$ cat src/rtl/sar_adc_pkg.sv
package sar_adc_pkg;

    localparam int RES_W  = 10;
    localparam int DATA_W = 16;
    localparam int BYTE_W = 8;
    localparam int PAD_W  = DATA_W - RES_W;

    typedef enum logic [2:0] {
        ST_IDLE,
        ST_ALIGN,
        ST_SAMPLE,
        ST_RESOLVE,
        ST_SETTLE,
        ST_XFER
    } seq_state_t;

    typedef enum logic [1:0] {
        FMT_LEFT  = 2'd0,
        FMT_RIGHT = 2'd1,
        FMT_SLEFT = 2'd2,
        FMT_TRUNC = 2'd3
    } fmt_t;

    function automatic logic [DATA_W-1:0] pack_result(input fmt_t f, input logic [RES_W-1:0] r);
        logic [DATA_W-1:0] v;
        case (f)
            FMT_LEFT:  v = {r, {PAD_W{1'b0}}};
            FMT_RIGHT: v = {{PAD_W{1'b0}}, r};
            FMT_SLEFT: v = {~r[RES_W-1], r[RES_W-2:0], {PAD_W{1'b0}}};
            FMT_TRUNC: v = {{(DATA_W-BYTE_W){1'b0}}, r[RES_W-1 -: BYTE_W]};
            default:   v = '0;
        endcase
        return v;
    endfunction

endpackage

$ cat src/rtl/adc_tick_gen.sv
module adc_tick_gen #(
    parameter int PRE_W   = 3,
    parameter int MAX_LOG = 4
) (
    input  logic             clk,
    input  logic             rst_n,
    input  logic             clk_sel,
    input  logic             ref_tick,
    input  logic [PRE_W-1:0] prescale,
    output logic             adc_tick
);
    localparam int CNT_W = (MAX_LOG > 0) ? MAX_LOG : 1;

    logic             src_tick;
    logic [PRE_W-1:0] log_sel;
    logic [CNT_W-1:0] div_last;
    logic [CNT_W-1:0] cnt_q;

    always_comb begin
        src_tick = clk_sel ? ref_tick : 1'b1;
        log_sel  = (prescale > PRE_W'(MAX_LOG)) ? PRE_W'(MAX_LOG) : prescale;
        div_last = CNT_W'((32'd1 << log_sel) - 32'd1);
        adc_tick = src_tick && (cnt_q >= div_last);
    end

    // free-running: a control write does not realign it, giving the partial first period
    always_ff @(posedge clk) begin
        if (!rst_n) begin
            cnt_q <= '0;
        end else if (src_tick) begin
            cnt_q <= (cnt_q >= div_last) ? '0 : cnt_q + 1'b1;
        end
    end

    assert_idle_source_R3: assert property (@(posedge clk) disable iff (!rst_n)
        !src_tick |=> $stable(cnt_q));

    assert_tick_wraps_R3: assert property (@(posedge clk) disable iff (!rst_n)
        adc_tick |=> (cnt_q == '0));

endmodule

$ cat src/rtl/sar_seq.sv
module sar_seq
    import sar_adc_pkg::*;
#(
    parameter int CH_W         = 3,
    parameter int SETTLE_TICKS = 4
) (
    input  logic             clk,
    input  logic             rst_n,
    input  logic             adc_tick,
    input  logic             start,
    input  logic             cont_in,
    input  logic [CH_W-1:0]  chan_in,
    input  logic             cmp_in,
    output logic [RES_W-1:0] dac_code,
    output logic [RES_W-1:0] result,
    output logic [CH_W-1:0]  chan_sel,
    output logic             sample_en,
    output logic             busy,
    output logic             done
);
    localparam int IDX_W = $clog2(RES_W);
    localparam int SET_W = $clog2(SETTLE_TICKS + 1);

    seq_state_t       state_q, state_d;
    logic [IDX_W-1:0] bit_q;
    logic [SET_W-1:0] set_q;
    logic [RES_W-1:0] acc_q;
    logic             cont_q;
    logic [CH_W-1:0]  chan_q;

    // state register
    always_ff @(posedge clk) begin
        if (!rst_n) state_q <= ST_IDLE;
        else        state_q <= state_d;
    end

    // transitions
    always_comb begin
        state_d = state_q;
        if (start) begin
            state_d = ST_ALIGN;
        end else if (adc_tick) begin
            unique case (state_q)
                ST_IDLE:    begin end
                ST_ALIGN:   state_d = ST_SAMPLE;
                ST_SAMPLE:  state_d = ST_RESOLVE;
                ST_RESOLVE: if (bit_q == '0) state_d = ST_SETTLE;
                ST_SETTLE:  if (set_q == SET_W'(SETTLE_TICKS - 1)) state_d = ST_XFER;
                ST_XFER:    state_d = cont_q ? ST_SAMPLE : ST_IDLE;
                default:    state_d = ST_IDLE;
            endcase
        end
    end

    // outputs
    always_comb begin
        busy      = (state_q != ST_IDLE);
        sample_en = (state_q == ST_SAMPLE);
        done      = (state_q == ST_XFER) && adc_tick && !start;
        result    = acc_q;
        chan_sel  = chan_q;
        dac_code  = acc_q;
        if (state_q == ST_RESOLVE) dac_code = acc_q | (RES_W'(1) << bit_q);
    end

    // approximation datapath
    always_ff @(posedge clk) begin
        if (!rst_n) begin
            bit_q  <= '0;
            set_q  <= '0;
            acc_q  <= '0;
            cont_q <= 1'b0;
            chan_q <= '0;
        end else begin
            if (start) begin
                cont_q <= cont_in;
                chan_q <= chan_in;
            end else if (adc_tick) begin
                case (state_q)
                    ST_SAMPLE: begin
                        acc_q <= '0;
                        bit_q <= IDX_W'(RES_W - 1);
                    end
                    ST_RESOLVE: begin
                        acc_q[bit_q] <= cmp_in;
                        if (bit_q != '0) bit_q <= bit_q - 1'b1;
                        set_q <= '0;
                    end
                    ST_SETTLE: set_q <= set_q + 1'b1;
                    default: begin end
                endcase
            end
        end
    end

    assert_restart_R1: assert property (@(posedge clk) disable iff (!rst_n)
        start |=> (state_q == ST_ALIGN));

    assert_msb_first_R4: assert property (@(posedge clk) disable iff (!rst_n)
        (state_q == ST_SAMPLE && adc_tick && !start) |=>
            (state_q == ST_RESOLVE && bit_q == IDX_W'(RES_W - 1)));

    assert_cont_rearm_R5: assert property (@(posedge clk) disable iff (!rst_n)
        (done && cont_q) |=> (state_q == ST_SAMPLE));

    assert_single_idle_R6: assert property (@(posedge clk) disable iff (!rst_n)
        (done && !cont_q) |=> !busy);

endmodule

$ cat src/rtl/sar_result_regs.sv
module sar_result_regs
    import sar_adc_pkg::*;
(
    input  logic              clk,
    input  logic              rst_n,
    input  logic              start,
    input  logic [1:0]        fmt_in,
    input  logic              store,
    input  logic              rd,
    input  logic [RES_W-1:0]  raw,
    output logic [BYTE_W-1:0] res_hi,
    output logic [BYTE_W-1:0] res_lo,
    output logic              coco
);
    fmt_t              fmt_q;
    logic [DATA_W-1:0] data_q;

    always_ff @(posedge clk) begin
        if (!rst_n) begin
            fmt_q  <= FMT_LEFT;
            data_q <= '0;
            coco   <= 1'b0;
        end else begin
            if (start) fmt_q <= fmt_t'(fmt_in);
            if (store) data_q <= pack_result(fmt_q, raw);
            // a completion beats a read in the same cycle
            if (start)      coco <= 1'b0;
            else if (store) coco <= 1'b1;
            else if (rd)    coco <= 1'b0;
        end
    end

    always_comb begin
        res_hi = data_q[DATA_W-1 -: BYTE_W];
        res_lo = data_q[BYTE_W-1:0];
    end

    assert_flag_set_R7: assert property (@(posedge clk) disable iff (!rst_n)
        (store && !start) |=> coco);

    assert_read_clear_R7: assert property (@(posedge clk) disable iff (!rst_n)
        (rd && !store && !start) |=> !coco);

    assert_write_clear_R1: assert property (@(posedge clk) disable iff (!rst_n)
        start |=> !coco);

    assert_data_hold_R12: assert property (@(posedge clk) disable iff (!rst_n)
        !store |=> $stable(data_q));

endmodule

$ cat src/rtl/sar_adc_ctrl.sv
module sar_adc_ctrl
    import sar_adc_pkg::*;
#(
    parameter int CH_W         = 3,
    parameter int SETTLE_TICKS = 4,
    parameter int PRE_W        = 3,
    parameter int MAX_LOG      = 4
) (
    input  logic             clk,
    input  logic             rst_n,
    input  logic             ref_tick,
    input  logic             clk_sel,
    input  logic [PRE_W-1:0] prescale,
    input  logic             ctl_wr,
    input  logic             ctl_cont,
    input  logic [CH_W-1:0]  ctl_chan,
    input  logic [1:0]       ctl_fmt,
    input  logic             data_rd,
    input  logic             cmp_in,
    output logic [9:0]       dac_code,
    output logic [CH_W-1:0]  chan_sel,
    output logic             sample_en,
    output logic             busy,
    output logic             coco,
    output logic [7:0]       res_hi,
    output logic [7:0]       res_lo
);
    logic             adc_tick;
    logic             done;
    logic [RES_W-1:0] result;

    adc_tick_gen #(.PRE_W(PRE_W), .MAX_LOG(MAX_LOG)) u_tick (
        .clk      (clk),
        .rst_n    (rst_n),
        .clk_sel  (clk_sel),
        .ref_tick (ref_tick),
        .prescale (prescale),
        .adc_tick (adc_tick)
    );

    sar_seq #(.CH_W(CH_W), .SETTLE_TICKS(SETTLE_TICKS)) u_seq (
        .clk       (clk),
        .rst_n     (rst_n),
        .adc_tick  (adc_tick),
        .start     (ctl_wr),
        .cont_in   (ctl_cont),
        .chan_in   (ctl_chan),
        .cmp_in    (cmp_in),
        .dac_code  (dac_code),
        .result    (result),
        .chan_sel  (chan_sel),
        .sample_en (sample_en),
        .busy      (busy),
        .done      (done)
    );

    sar_result_regs u_res (
        .clk    (clk),
        .rst_n  (rst_n),
        .start  (ctl_wr),
        .fmt_in (ctl_fmt),
        .store  (done),
        .rd     (data_rd),
        .raw    (result),
        .res_hi (res_hi),
        .res_lo (res_lo),
        .coco   (coco)
    );

endmodule

$ cat config.mk
export PLATFORM = sky130hd
export DESIGN_NAME = sar_adc_ctrl
export DESIGN_NICKNAME = d
export VERILOG_FILES = /design/src/rtl/sar_adc_pkg.sv /design/src/rtl/adc_tick_gen.sv /design/src/rtl/sar_seq.sv /design/src/rtl/sar_result_regs.sv /design/src/rtl/sar_adc_ctrl.sv
export SDC_FILE = /design/constraint.sdc
export NUM_CORES = 1
export LEC_CHECK = 0
export BUFFER_PORTS_ARGS = -buffer_cell sky130_fd_sc_hd__buf_4
export CAP_MARGIN = 5
export CORE_ASPECT_RATIO = 0.6
export CORE_UTILIZATION = 30
export DETAILED_ROUTE_END_ITERATION = 16
export MAX_ROUTING_LAYER = met4
export PLACE_DENSITY = 0.52
export SYNTH_ARGS = -nofsm -noshare
export SYNTH_HDL_FRONTEND = slang
export SYNTH_HIERARCHICAL = 1
export SYNTH_SLANG_ARGS = --single-unit
$ cat constraint.sdc
create_clock -name clk -period 3.8 [get_ports clk]
set_clock_uncertainty 0.15 [all_clocks]
set_input_delay 0.19 -clock clk [delete_from_list [all_inputs] [get_ports clk]]
set_output_delay 0.19 -clock clk [all_outputs]
set_load 0.005 [all_outputs]
==> impl_results.md <==
- Outcome: complete, no violations
- Pin count of the biggest net entering global routing: 32
- Post-Synth Adder-Cell Area: 0.0587
- Mapped cell area: 2560 um^2
- Leakage Power: 0.00124 uW
- Die height: 73.6 um
- Via count: 2,241
- Final GP Congestion: 0.750
- Post-synth EDFFs: 0
- Clock tree buffer depth: 2
- I/O Buffers: 47
- Htree depth: 2
- Nets: 361
- Post-cts sizing count: 0
- Hold WC Path Type: in2reg
- Placement Setup Slack: 0.807 ns
- Slew margin rel.: 0.602
- Hold_buf cts: 4
- Syn nets: 318
- Most frequent cells in the layout: 50 x buf_4, 47 x dfxtp_1, 25 x nand2_1
- Pwr Density: 349 nW/um^2
- P&R area growth vs syn: 24.5%
- CTS buffer count: 5
- Slew at the pin closest to its max-slew limit: 0.597 ns
- Top cells by area, synth: dfxtp_1 37%, ha_1 5.9%, mux2i_1 5.9%
- Initial antenna violation count: 0
- Wire per inst: 14.6 um
- GRT Total Usage: 0.163
- Commonest non-fill, non-tap cell in the layout: buf_4
- Worst Path Arrival: 2.84 ns
- Clock transition at path regs: 0.07 ns
- WHS: 0.00509 ns
- First DRT Iteration DRCs: 134
- Core area: 8070 um^2
- CTS tree: built
- Simple-gate share of the synthesized area: 0.253
- Worst VDD drop: 145 uV
- Crit Path Class: reg2reg
- Layout cells sized above 1: 0.210
- CP max FO: 23
- Req. time, crit path: 3.87 ns
- Initial Util: 0.317
- Hold Path Stages: 3
- Post-Synth XOR/XNOR Area: 0.00342
- # IOs: 48
- Die Width: 121 um
- Max-slew violation count: 0
- FF-to-FF setup slack: 1.02 ns
- Drt total wl: 6.45 mm
- Asr flop ratio synth: 0
- CP endpoint: u_res/data_q[2]
- Synth top area share: 0.368
- Compound-cell area share of the yosys netlist: 0.200
- Mapped Cells: 290
- Cell taking the most area after synthesis: dfxtp_1
- Number of global-route vias before repair: 2,086
- Number of fillers in the final layout: 836
- Overflow after GRT: 0
- CTS Sinks: 47
- Achievable Freq: 360 MHz
- RR Endpoint: u_res/data_q[2]
- Root Buffer Master: clkbuf_16
- DRC Markers: 0
- Endpoints failing setup: 0
- Netlist cell types: 53
- Latest clock arrival within the worst-skew pair: 0.29 ns
- Drt via density: 5.07
- Die area: 8920 um^2
- Register area share after synthesis: 0.368
- Worst setup margin: 1.02 ns
- YS warnings: 6
- Largest family of logic cells by synthesized area: simple AND/OR/NAND/NOR gates
- ANT cells: 0
- Number of max-cap violations: 0
- Post-CTS setup buffers: 0
- Mux share of post-synthesis cell area: 0.0587
- Core Rows: 25
- Synthesized flop and latch total: 47
- Final hold violations: 0
- Top_reg_cell synth: dfxtp_1
- Fin crit period: 2.78 ns
- CP startpoint kind: register
- DR pass1 iterations: 4
- Detailed Place HPWL: 4.60 mm
- CP startpoint: u_tick/cnt_q[0]
- CP Capture Type: register
- Final ANT Viol Nets: 0
- Syn Area/Cell: 8.83 um^2
- Critical R2R Launch: u_tick/cnt_q[0]
- First-pass GRT wire length: 10.8 mm
- TNS Setup: 0 ns
- R2R cell count: 10
- Post-route clock period utilization: 0.731
- RSZ-0062 raised after global routing: false
[worst min path at each step]
stage,endpoint,start
detailed placement,u_seq/chan_sel[0],ctl_chan[0]
CTS,u_res/fmt_q[0],ctl_fmt[0]
finish,u_res/fmt_q[0],ctl_fmt[0]
global placement,u_seq/chan_sel[0],ctl_chan[0]
global route,u_res/fmt_q[0],ctl_fmt[0]
floorplan,u_seq/cont_q,ctl_cont
[worst max-delay path: stages, from the launching register on]
cell	delay [ns]
dfxtp_1	0.38
inv_1	0.07
ha_1	0.29
o2111ai_2	0.21
a21oi_1	0.42
nor2b_1	0.27
nand3b_1	0.12
nor2_1	0.10
buf_4	0.25
nand3_2	0.23
o2bb2ai_1	0.21
[final cells by class]
class	count	area, um^2	area share
Clock buffer	6	139	0.0436
Clock inverter	2	35.0	0.0110
Inverter	14	52.6	0.0165
Multi-Input combinational cell	211	1470	0.461
Sequential cell	47	941	0.295
Tap cell	108	135	0.0424
Timing Repair Buffer	54	415	0.130
[logic make-up after synthesis]
family / after synthesis
multiplexers: 15
AND/OR/NAND/NOR: 112
flip-flops: 47
XOR/XNOR: 1
buffers and inverters: 32
AO/OA/AOI/OAI: 71
adder cells (fa/ha/maj): 12
[synthesized netlist by cell type (all sizes together), types with 9 or more instances]
cell type,count
a21oi,14
buf,11
dfxtp,47
ha,12
inv,13
mux2i,15
nand2,25
nand3,13
nand3b,13
nand4,13
nor2,14
nor2b,13
o21ai,10
o21bai,9
[layer usage]
| layer | share of wire | up-vias | track usage |
|---|---|---|---|
| met2 | 0.39 | 62 | 0.218 |
| li1 | - | 1142 | - |
| met3 | 0.065 | 7 | 0.0396 |
| met4 | 0.010 | 0 | 0.0466 |
| met1 | 0.53 | 1030 | 0.237 |
| met5 | 0 | - | - |
[stage by stage]
stage | total power [uW] | cell area, um^2 | util | std cells
finish | 1110 | 3190 | 0.395 | 442
global route | 1160 | 3190 | 0.395 | 442
CTS | 1130 | 3190 | 0.395 | 442
detailed placement | 602 | 2970 | 0.369 | 430
global placement | 603 | 2970 | 0.369 | 430
floorplan | 573 | 2560 | - | 290
[report_power, final]
part | switching, uW | internal [uW] | leakage [uW]
Sequential | 10.6 | 500 | 0.000380
Clock | 191 | 327 | 0.0000868
Combinational | 42.5 | 40.6 | 0.000775
[sequential cells by signal (all words and copies together) (netlist names)]
signal	count
u_seq/result	10
u_res/fmt_q	2
u_seq/bit_q	4
u_seq/set_q	3
u_seq/cont_q	1
u_res/data_q	16
u_seq/chan_sel	3
u_res/coco	1
u_seq/state_q	3
u_tick/cnt_q	4
Power figures use the tool's default switching activity.
